--- config.mk ---
export PLATFORM = sky130hd
export DESIGN_NAME = scs_iface
export DESIGN_NICKNAME = d
export VERILOG_FILES = /design/src/rtl/scs_pkg.sv /design/src/rtl/scs_sync.sv /design/src/rtl/scs_shifter.sv /design/src/rtl/scs_ctrl_reg.sv /design/src/rtl/scs_iface.sv
export SDC_FILE = /design/constraint.sdc
export NUM_CORES = 1
export LEC_CHECK = 0
export BUFFER_PORTS_ARGS = -buffer_cell sky130_fd_sc_hd__buf_2
export CORE_ASPECT_RATIO = 2
export CORE_MARGIN = 2
export CORE_UTILIZATION = 40
export CTS_CLUSTER_SIZE = 25
export DETAILED_ROUTE_END_ITERATION = 8
export GPL_ROUTABILITY_DRIVEN = 0
export PLACE_DENSITY = 0.62
export SYNTH_ARGS = -nofsm -noshare
export SYNTH_HDL_FRONTEND = slang
export SYNTH_SLANG_ARGS = --single-unit
--- constraint.sdc ---
create_clock -name clk -period 3.15 [get_ports clk]
set_input_delay 0.63 -clock clk [delete_from_list [all_inputs] [get_ports clk]]
set_output_delay 0.63 -clock clk [all_outputs]
set_load 0.05 [all_outputs]
--- src/rtl/scs_pkg.sv ---
package scs_pkg;
  localparam int unsigned WORD_W = 16;
  localparam int unsigned NUM_SW = 6;
  localparam int unsigned SYNC_STAGES = 2;

  // command word bit positions
  localparam int unsigned CB_CLR   = 0;
  localparam int unsigned CB_SW0   = 1;
  localparam int unsigned CB_OLOFF = 13;
  localparam int unsigned CB_LDLY  = 14;
  localparam int unsigned CB_RUN   = 15;

  // status word bit positions
  localparam int unsigned SB_TW    = 0;
  localparam int unsigned SB_ST0   = 1;
  localparam int unsigned SB_SHORT = 13;
  localparam int unsigned SB_INH   = 14;
  localparam int unsigned SB_PSF   = 15;

  typedef struct packed {
    logic              run;
    logic              long_dly;
    logic              ol_off;
    logic [NUM_SW-1:0] sw;
  } ctrl_t;

  localparam ctrl_t CTRL_RST = '{run: 1'b1, long_dly: 1'b1, ol_off: 1'b1, sw: '0};
endpackage

--- src/rtl/scs_sync.sv ---
module scs_sync #(
  parameter int unsigned W = 3,
  parameter int unsigned STAGES = 2,
  parameter logic [W-1:0] RST_VAL = '0
) (
  input  logic         clk,
  input  logic         rst_n,
  input  logic [W-1:0] d,
  output logic [W-1:0] q
);
  for (genvar s = 0; s < STAGES; s++) begin : g_stage
    logic [W-1:0] r;
    logic [W-1:0] r_d;
    if (s == 0) begin : g_first
      assign r_d = d;
    end else begin : g_next
      assign r_d = g_stage[s-1].r;
    end
    always_ff @(posedge clk or negedge rst_n) begin
      if (!rst_n) r <= RST_VAL;
      else        r <= r_d;
    end
  end

  assign q = g_stage[STAGES-1].r;
endmodule

--- src/rtl/scs_shifter.sv ---
module scs_shifter
  import scs_pkg::*;
#(
  parameter int unsigned W = WORD_W,
  localparam int unsigned CW = $clog2(W + 1)
) (
  input  logic         clk,
  input  logic         rst_n,
  input  logic         cs_s,
  input  logic         sck_s,
  input  logic         sdi_s,
  input  logic [W-1:0] stat_word,
  output logic         sdo,
  output logic         sdo_en,
  output logic         apply,
  output logic [W-1:0] rx_word
);
  logic          cs_q, cs_d;
  logic          sck_q, sck_d;
  logic          in_frame_q, in_frame_d;
  logic [CW-1:0] cnt_q, cnt_d;
  logic [W-1:0]  sr_q, sr_d;
  logic          do_q, do_d;
  logic          cs_fall, cs_rise, sck_fall, sck_rise;

  always_comb begin
    cs_fall  = cs_q & ~cs_s;
    cs_rise  = ~cs_q & cs_s;
    sck_fall = in_frame_q & ~cs_s & sck_q & ~sck_s;
    sck_rise = in_frame_q & ~cs_s & ~sck_q & sck_s;

    cs_d       = cs_s;
    sck_d      = sck_s;
    in_frame_d = in_frame_q;
    cnt_d      = cnt_q;
    sr_d       = sr_q;
    do_d       = do_q;

    if (cs_fall) begin
      in_frame_d = 1'b1;
      cnt_d      = '0;
      sr_d       = stat_word;
      do_d       = stat_word[0];
    end else if (cs_rise) begin
      in_frame_d = 1'b0;
    end else begin
      if (sck_fall) begin
        sr_d = {sdi_s, sr_q[W-1:1]};
        if (cnt_q != CW'(W)) cnt_d = cnt_q + 1'b1;
      end
      if (sck_rise) do_d = sr_q[0];
    end
  end

  always_ff @(posedge clk or negedge rst_n) begin
    if (!rst_n) begin
      cs_q       <= 1'b1;
      sck_q      <= 1'b0;
      in_frame_q <= 1'b0;
      cnt_q      <= '0;
      sr_q       <= '0;
      do_q       <= 1'b0;
    end else begin
      cs_q       <= cs_d;
      sck_q      <= sck_d;
      in_frame_q <= in_frame_d;
      cnt_q      <= cnt_d;
      sr_q       <= sr_d;
      do_q       <= do_d;
    end
  end

  assign apply   = cs_rise & in_frame_q & (cnt_q == CW'(W));
  assign rx_word = sr_q;
  assign sdo     = do_q;
  assign sdo_en  = in_frame_q;

  assert_hiz_after_close_R1: assert property (@(posedge clk) disable iff (!rst_n)
    cs_rise |=> !sdo_en);
  assert_first_bit_R3: assert property (@(posedge clk) disable iff (!rst_n)
    cs_fall |=> (sdo == $past(stat_word[0])));
  assert_do_hold_R3: assert property (@(posedge clk) disable iff (!rst_n)
    (!sck_rise && !cs_fall) |=> $stable(sdo));
  assert_cnt_bound_R5: assert property (@(posedge clk) disable iff (!rst_n)
    cnt_q <= CW'(W));
endmodule

--- src/rtl/scs_ctrl_reg.sv ---
module scs_ctrl_reg
  import scs_pkg::*;
#(
  parameter int unsigned W = WORD_W
) (
  input  logic         clk,
  input  logic         rst_n,
  input  logic         apply,
  input  logic [W-1:0] rx_word,
  output ctrl_t        ctrl,
  output logic         stat_clr
);
  ctrl_t ctrl_q, ctrl_d, decoded;
  logic  clr_q, clr_d;

  always_comb begin
    decoded.run      = rx_word[CB_RUN];
    decoded.long_dly = rx_word[CB_LDLY];
    decoded.ol_off   = rx_word[CB_OLOFF];
    for (int i = 0; i < int'(NUM_SW); i++) decoded.sw[i] = rx_word[CB_SW0 + i];
    ctrl_d = apply ? decoded : ctrl_q;
    clr_d  = apply & rx_word[CB_CLR];
  end

  always_ff @(posedge clk or negedge rst_n) begin
    if (!rst_n) begin
      ctrl_q <= CTRL_RST;
      clr_q  <= 1'b0;
    end else begin
      ctrl_q <= ctrl_d;
      clr_q  <= clr_d;
    end
  end

  assign ctrl     = ctrl_q;
  assign stat_clr = clr_q;

  assert_ctrl_hold_R4: assert property (@(posedge clk) disable iff (!rst_n)
    !apply |=> $stable(ctrl));
  assert_clr_single_R7: assert property (@(posedge clk) disable iff (!rst_n)
    stat_clr |=> !stat_clr);
endmodule

--- src/rtl/scs_iface.sv ---
module scs_iface
  import scs_pkg::*;
(
  input  logic              clk,
  input  logic              rst_n,
  input  logic              cs_n,
  input  logic              sclk,
  input  logic              sdi,
  output logic              sdo,
  output logic              sdo_en,
  input  logic              temp_warn,
  input  logic [NUM_SW-1:0] out_stat,
  input  logic              short_det,
  input  logic              inhibit,
  input  logic              supply_fail,
  output logic              stat_clr,
  output logic [NUM_SW-1:0] sw_en,
  output logic              openload_off,
  output logic              long_delay,
  output logic              run_en
);
  logic [1:0]        rst_pipe;
  logic              rst_sync_n;
  logic [2:0]        pins_s;
  logic [WORD_W-1:0] stat_word;
  logic [WORD_W-1:0] rx_word;
  logic              apply;
  ctrl_t             ctrl;

  always_ff @(posedge clk or negedge rst_n) begin
    if (!rst_n) rst_pipe <= '0;
    else        rst_pipe <= {rst_pipe[0], 1'b1};
  end
  assign rst_sync_n = rst_pipe[1];

  scs_sync #(.W(3), .STAGES(SYNC_STAGES), .RST_VAL(3'b100)) i_sync (
    .clk  (clk),
    .rst_n(rst_sync_n),
    .d    ({cs_n, sclk, sdi}),
    .q    (pins_s)
  );

  always_comb begin
    stat_word           = '0;
    stat_word[SB_TW]    = temp_warn;
    for (int i = 0; i < int'(NUM_SW); i++) stat_word[SB_ST0 + i] = out_stat[i];
    stat_word[SB_SHORT] = short_det;
    stat_word[SB_INH]   = inhibit;
    stat_word[SB_PSF]   = supply_fail;
  end

  scs_shifter #(.W(WORD_W)) i_shifter (
    .clk      (clk),
    .rst_n    (rst_sync_n),
    .cs_s     (pins_s[2]),
    .sck_s    (pins_s[1]),
    .sdi_s    (pins_s[0]),
    .stat_word(stat_word),
    .sdo      (sdo),
    .sdo_en   (sdo_en),
    .apply    (apply),
    .rx_word  (rx_word)
  );

  scs_ctrl_reg #(.W(WORD_W)) i_ctrl (
    .clk     (clk),
    .rst_n   (rst_sync_n),
    .apply   (apply),
    .rx_word (rx_word),
    .ctrl    (ctrl),
    .stat_clr(stat_clr)
  );

  assign sw_en        = ctrl.sw;
  assign openload_off = ctrl.ol_off;
  assign long_delay   = ctrl.long_dly;
  assign run_en       = ctrl.run;
endmodule

After elaboration in Yosys (flattened, before gate mapping) --
Cells that the tools add are included.
Storage, ports and cells: logic and storage cells 51, bits of input ports 15, output and inout port bits 12, bits in registers 43
Cells by class: add/sub/neg operators 1, reductions and logical operators 7, bitwise operators 14, equal/unequal tests 3, mux-type cells 12
Operator list (number):
- $mux 16 | 3
- $mux 5 | 4
- $and 1x1->1 | 10
- $reduce_bool 2->1 | 4
- $add 5x1->5 const B | 1
- $eq 5x5->1 const B | 1
- $mux 1 | 5
- $ne 5x5->1 const B | 1
- $not 1->1 | 4
- $reduce_and 2->1 | 2
- $reduce_and 3->1 | 1
- $ne 2x1->1 const B | 1

Depth between registers and ports, before layout --
depth in word-level cells 7, depth in mapped cells 6, depth with buffers taken out 5

By module --
From an unflattened synthesis, not the netlist that was laid out.
Second synthesis, totals: cell total of the unflattened synthesis 137, area, all modules 2006.9 um^2
By module, submodules not included:
- scs_shifter | cells each 106, seq. area each 626.9 um^2, area each 1388.8 um^2, times used 1
- scs_ctrl_reg | cells each 21, seq. area each 254.0 um^2, area each 407.9 um^2, times used 1
- scs_sync | cells each 6, seq. area each 152.6 um^2, area each 152.6 um^2, times used 1
- scs_iface | cells each 4, seq. area each 50.0 um^2, area each 57.6 um^2, times used 1

Worst setup path after synthesis --
OpenSTA, ideal clock, no wires.
kind reg2reg, start register i_shifter.in_frame_q (netlist: i_shifter.sdo_en), end register i_shifter.sr_q[10] (netlist: i_shifter.rx_word[10]), stages on the path, launching flop included 5, slack 1385 ps, data required time 3025 ps, arrival 1639 ps, setup time 125 ps, period minus slack after synthesis 1765 ps, path buffers 1, cells stage by stage dfrtp_1 -> nand4bb_4 -> a21oi_4 -> buf_12 -> mux2_4
On the way: word-level cells in the longest chain between the ends 5
Ends and longest elaborated chain:
- from (decl) | RTL line scs_shifter.sv:20 | logic in_frame_q, in_frame_d;
- from (signal assigned) | RTL line scs_shifter.sv:66 | in_frame_q <= in_frame_d;
- $and 1x1->1 (3 in series) | RTL line scs_shifter.sv:29 | sck_fall = in_frame_q & ~cs_s & sck_q & ~sck_s;
- $reduce_bool 2->1 (no source line)
- $reduce_and 2->1 (no source line)
- to (signal assigned) | RTL line scs_shifter.sv:68 | sr_q <= sr_d;
- to (decl) | RTL line scs_shifter.sv:22 | logic [W-1:0] sr_q, sr_d;
No other way between the ends. A chain may end at the register's enable or synchronous reset.

Worst setup path after layout --
start register i_shifter.cs_q, end register i_shifter.sr_q[3] (netlist: i_shifter.rx_word[3])
On the way: elaborated cells on any way between the ends 7, those cells by class eq/ne: 1; mux: 1; bitwise: 3; reduce/logical: 2
RTL lines:
- from (decl) | RTL line scs_shifter.sv:18 | logic cs_q, cs_d;
- from (signal assigned) | RTL line scs_shifter.sv:64 | cs_q <= cs_d;
- $and 1x1->1 * | RTL line scs_shifter.sv:27 | cs_fall = cs_q & ~cs_s;
- via i_shifter.cs_fall | RTL line scs_shifter.sv:24 | logic cs_fall, cs_rise, sck_fall, sck_rise;
- $ne 2x1->1 (no source line) or $reduce_bool 2->1 (tied branches)
- $reduce_and 2->1 (no source line)
Mark *: on every way through the listed nets, which the timed path passes. The rest lies on a longest branch.

==> results.ini <==
[status]
status=finished, final reports clean

[sta]
hold_violations=0
relSlewSlack=0.5764
fin_crit_ns=2.238
fin_crit_sh=0.7103
drv_slew=0
rsz0062_at_grt=false
max_freq_ghz=0.4469
finalSetupViolations=0
tightest_slew_ns=0.6340
setup_tns_ns=0
worst_slack_ns=0.9124
clock_skew_ns=0.006441

[global_routing]
grt-ovfl-total=0
grt_pass1_vias=1188
grt_usage=0.1322
grt_pass1_wl_mm=5.416
grt_max_degree=30
antenna_found_initial=0

[placement]
placed_cells=218
dpl-instance-area_mm2=0.002140
post-place-ws_ns=0.8974
io_buffers=26
dpl.hpwl_mm=2.105

[final_layout]
final_util=0.4759
final_nets=187
antenna_cells=0
fin_cells=226
area_growth_syn_to_layout_pct=16.11
final_cell_area_mm2=0.002272
n_fill_cell=444
drive_gt1_frac=0.4734

[routing]
vias_per_cell=5.084
wl_met1_mm=1.395
wire_per_inst_um=13.73
drcViolationCount=0
routed-wl-met2_mm=1.525
wl_mm=3.103
routed-wl-met3_um=134
routed.top_layer=met4
first_iter_violations=10
drtAntennaViolNets=0
vias=1149
drt_first_pass_iters=4

[die]
num_rows=36
coreArea_mm2=0.004775
die_height_um=102.9
ioPinCount=27
die_width_um=53.46
start_util=0.4099
die_area_mm2=0.005502

[logic_synthesis]
synth_edf_count=0
syn_avg_cell_area_um2=14.28
yosysWarnings=0
yosysSeqAreaShare=0.5537
netlist_area_mm2=0.001957
synth_flop_cell=dfrtp_1
async_reset_ff_frac=1.000
ys_ff_latch=43
syn_nets=156
syn_inst=137
synth.distinct_cells=36

[pwr]
irDropWorstVdd_mv=0.4755
p_per_area_mw_per_mm2=653.8
p_leak_nw=1.079

[job]
maxCapViolCount=0

[setup_path]
cp_max_fo=23
end_kind=flip-flop
critPathTopFamily=compound AO/OA/AOI/OAI gates
cp.arrival_ns=2.40
crit_path_cell_trace=ha_1 > buf_4 > inv_1 > a21oi_4 > mux2_2
worstSetupStartpointType=flip-flop
cpPeakStageDelay_ns=0.56
cp_slowest_cell=a21oi_4
crit_required_ns=3.32
cp_num_buf_inv=2
crit_type=reg -> reg

[clock_tree]
cts_tree=yes
cts_resized=0
cts_setup_buffers=0
numCtsBuffers=5
clockRootBuffer=clkbuf_8
clk_latency_ns=0.28
hold_buffers=0
clkSinkCount=43
cts_buffer_depth=2
cts_max_level=2
clk_pin_slew_ns=0.08

[hold_path]
hp-class=in -> async

## power by group
group	leakage [nW]	total, mW	switching, mW	internal (mW)
clock network	0.0654	0.490	0.173	0.317
registers	0.539	0.726	0.0731	0.653
logic	0.475	0.270	0.0996	0.170
total	1.08	1.49	0.346	1.14
## path summary, 6_finish.rpt
check | from | endpoint | slack [ns] | cells after the start
max in group asynchronous | rst_pipe[1] | i_ctrl.ctrl[8] | 2.15 | 1
min in group clk | rst_pipe[0] | rst_pipe[1] | 0.35 | 0
hold / removal | rst_n | rst_pipe[0] | 0.11 | 1
hold reg to reg | rst_pipe[1] | i_sync.q[1] | 0.21 | 0
setup reg to reg | i_shifter.cs_q | i_shifter.rx_word[3] | 0.91 | 5
setup / recovery | i_shifter.cs_q | i_shifter.rx_word[3] | 0.91 | 5
## worst register-to-register path, delay by kind of cell (launching register included)
family | cells | cell delay (ns)
buffers and inverters | 2 | 0.46
adders and majority gates | 1 | 0.14
AOI/OAI and AO/OA | 1 | 0.56
DFF | 1 | 0.54
muxes | 1 | 0.41
## metrics by stage
stage / hold slack, ns / total power, mW
finish: 0.1105 / 1.486
global route: 0.1027 / 1.575
CTS: 0.1003 / 1.510
detailed placement: 0.2307 / 1.006
global placement: 0.2125 / 1.001
floorplan: 0.3312 / 0.9489
## registers in the layout, indices dropped and copies added, names as in the netlist, 2 cells and up
register           cells
rst_pipe               2
i_shifter.rx_word     16
i_shifter.cnt_q        5
i_sync.g_stage.r       3
i_ctrl.ctrl            9
i_sync.q               3
## cell usage after synthesis (2+ instances only)
library cell	number	area, um2
o211ai_1	3	22.52
dfstp_2	6	157.7
mux2_2	24	270.3
nand2_1	5	18.77
nand4bb_4	2	55.05
ha_1	4	50.05
and2_1	2	12.51
nand3_1	5	25.02
or3_1	2	12.51
dfrtp_1	37	925.9
mux2_4	10	150.1
inv_1	6	22.52
nor2b_1	7	43.79
buf_2	2	10.01
## layer usage
layer | up-vias | GRT usage
met5 | - | 0
met4 | 0 | 0.04734
met3 | 6 | 0.03043
met2 | 26 | 0.2108
met1 | 568 | 0.1731
li1 | 549 | -
## logic make-up (layout without fill, tap and decap cells)
family	count (synthesis)	count (layout)	synth area share
fa+ha+maj	4	4	0.02558
mux	34	34	0.2148
simple gates	32	32	0.1215
flops	43	43	0.5537
buf+inv	10	42	0.02877
other cells	1	1	0.001916
compound gates	13	13	0.05371
## area by class of cell
type	count	area (um2)	share of cell area
Clock buffer	6	72.57	0.03194
Clock inverter	2	60.06	0.02643
Inverter	6	22.52	0.009912
Multi-Input combinational cell	84	817.0	0.3596
Sequential cell	43	1084	0.4769
Tap cell	57	71.32	0.03139
Timing Repair Buffer	28	145.1	0.06388
## layout by cell type (no fill, tap or decap), drive strengths merged, types with 3 or more instances in the layout
cell / netlist / layout
buf: 3 / 28
inv: 6 / 6
nand3: 5 / 5
o211ai: 3 / 3
dfrtp: 37 / 37
dfstp: 6 / 6
ha: 4 / 4
mux2: 34 / 34
nor2b: 7 / 7
clkbuf: 1 / 6
nand2: 5 / 5
Note: power is estimated with default switching activity, not from simulation.
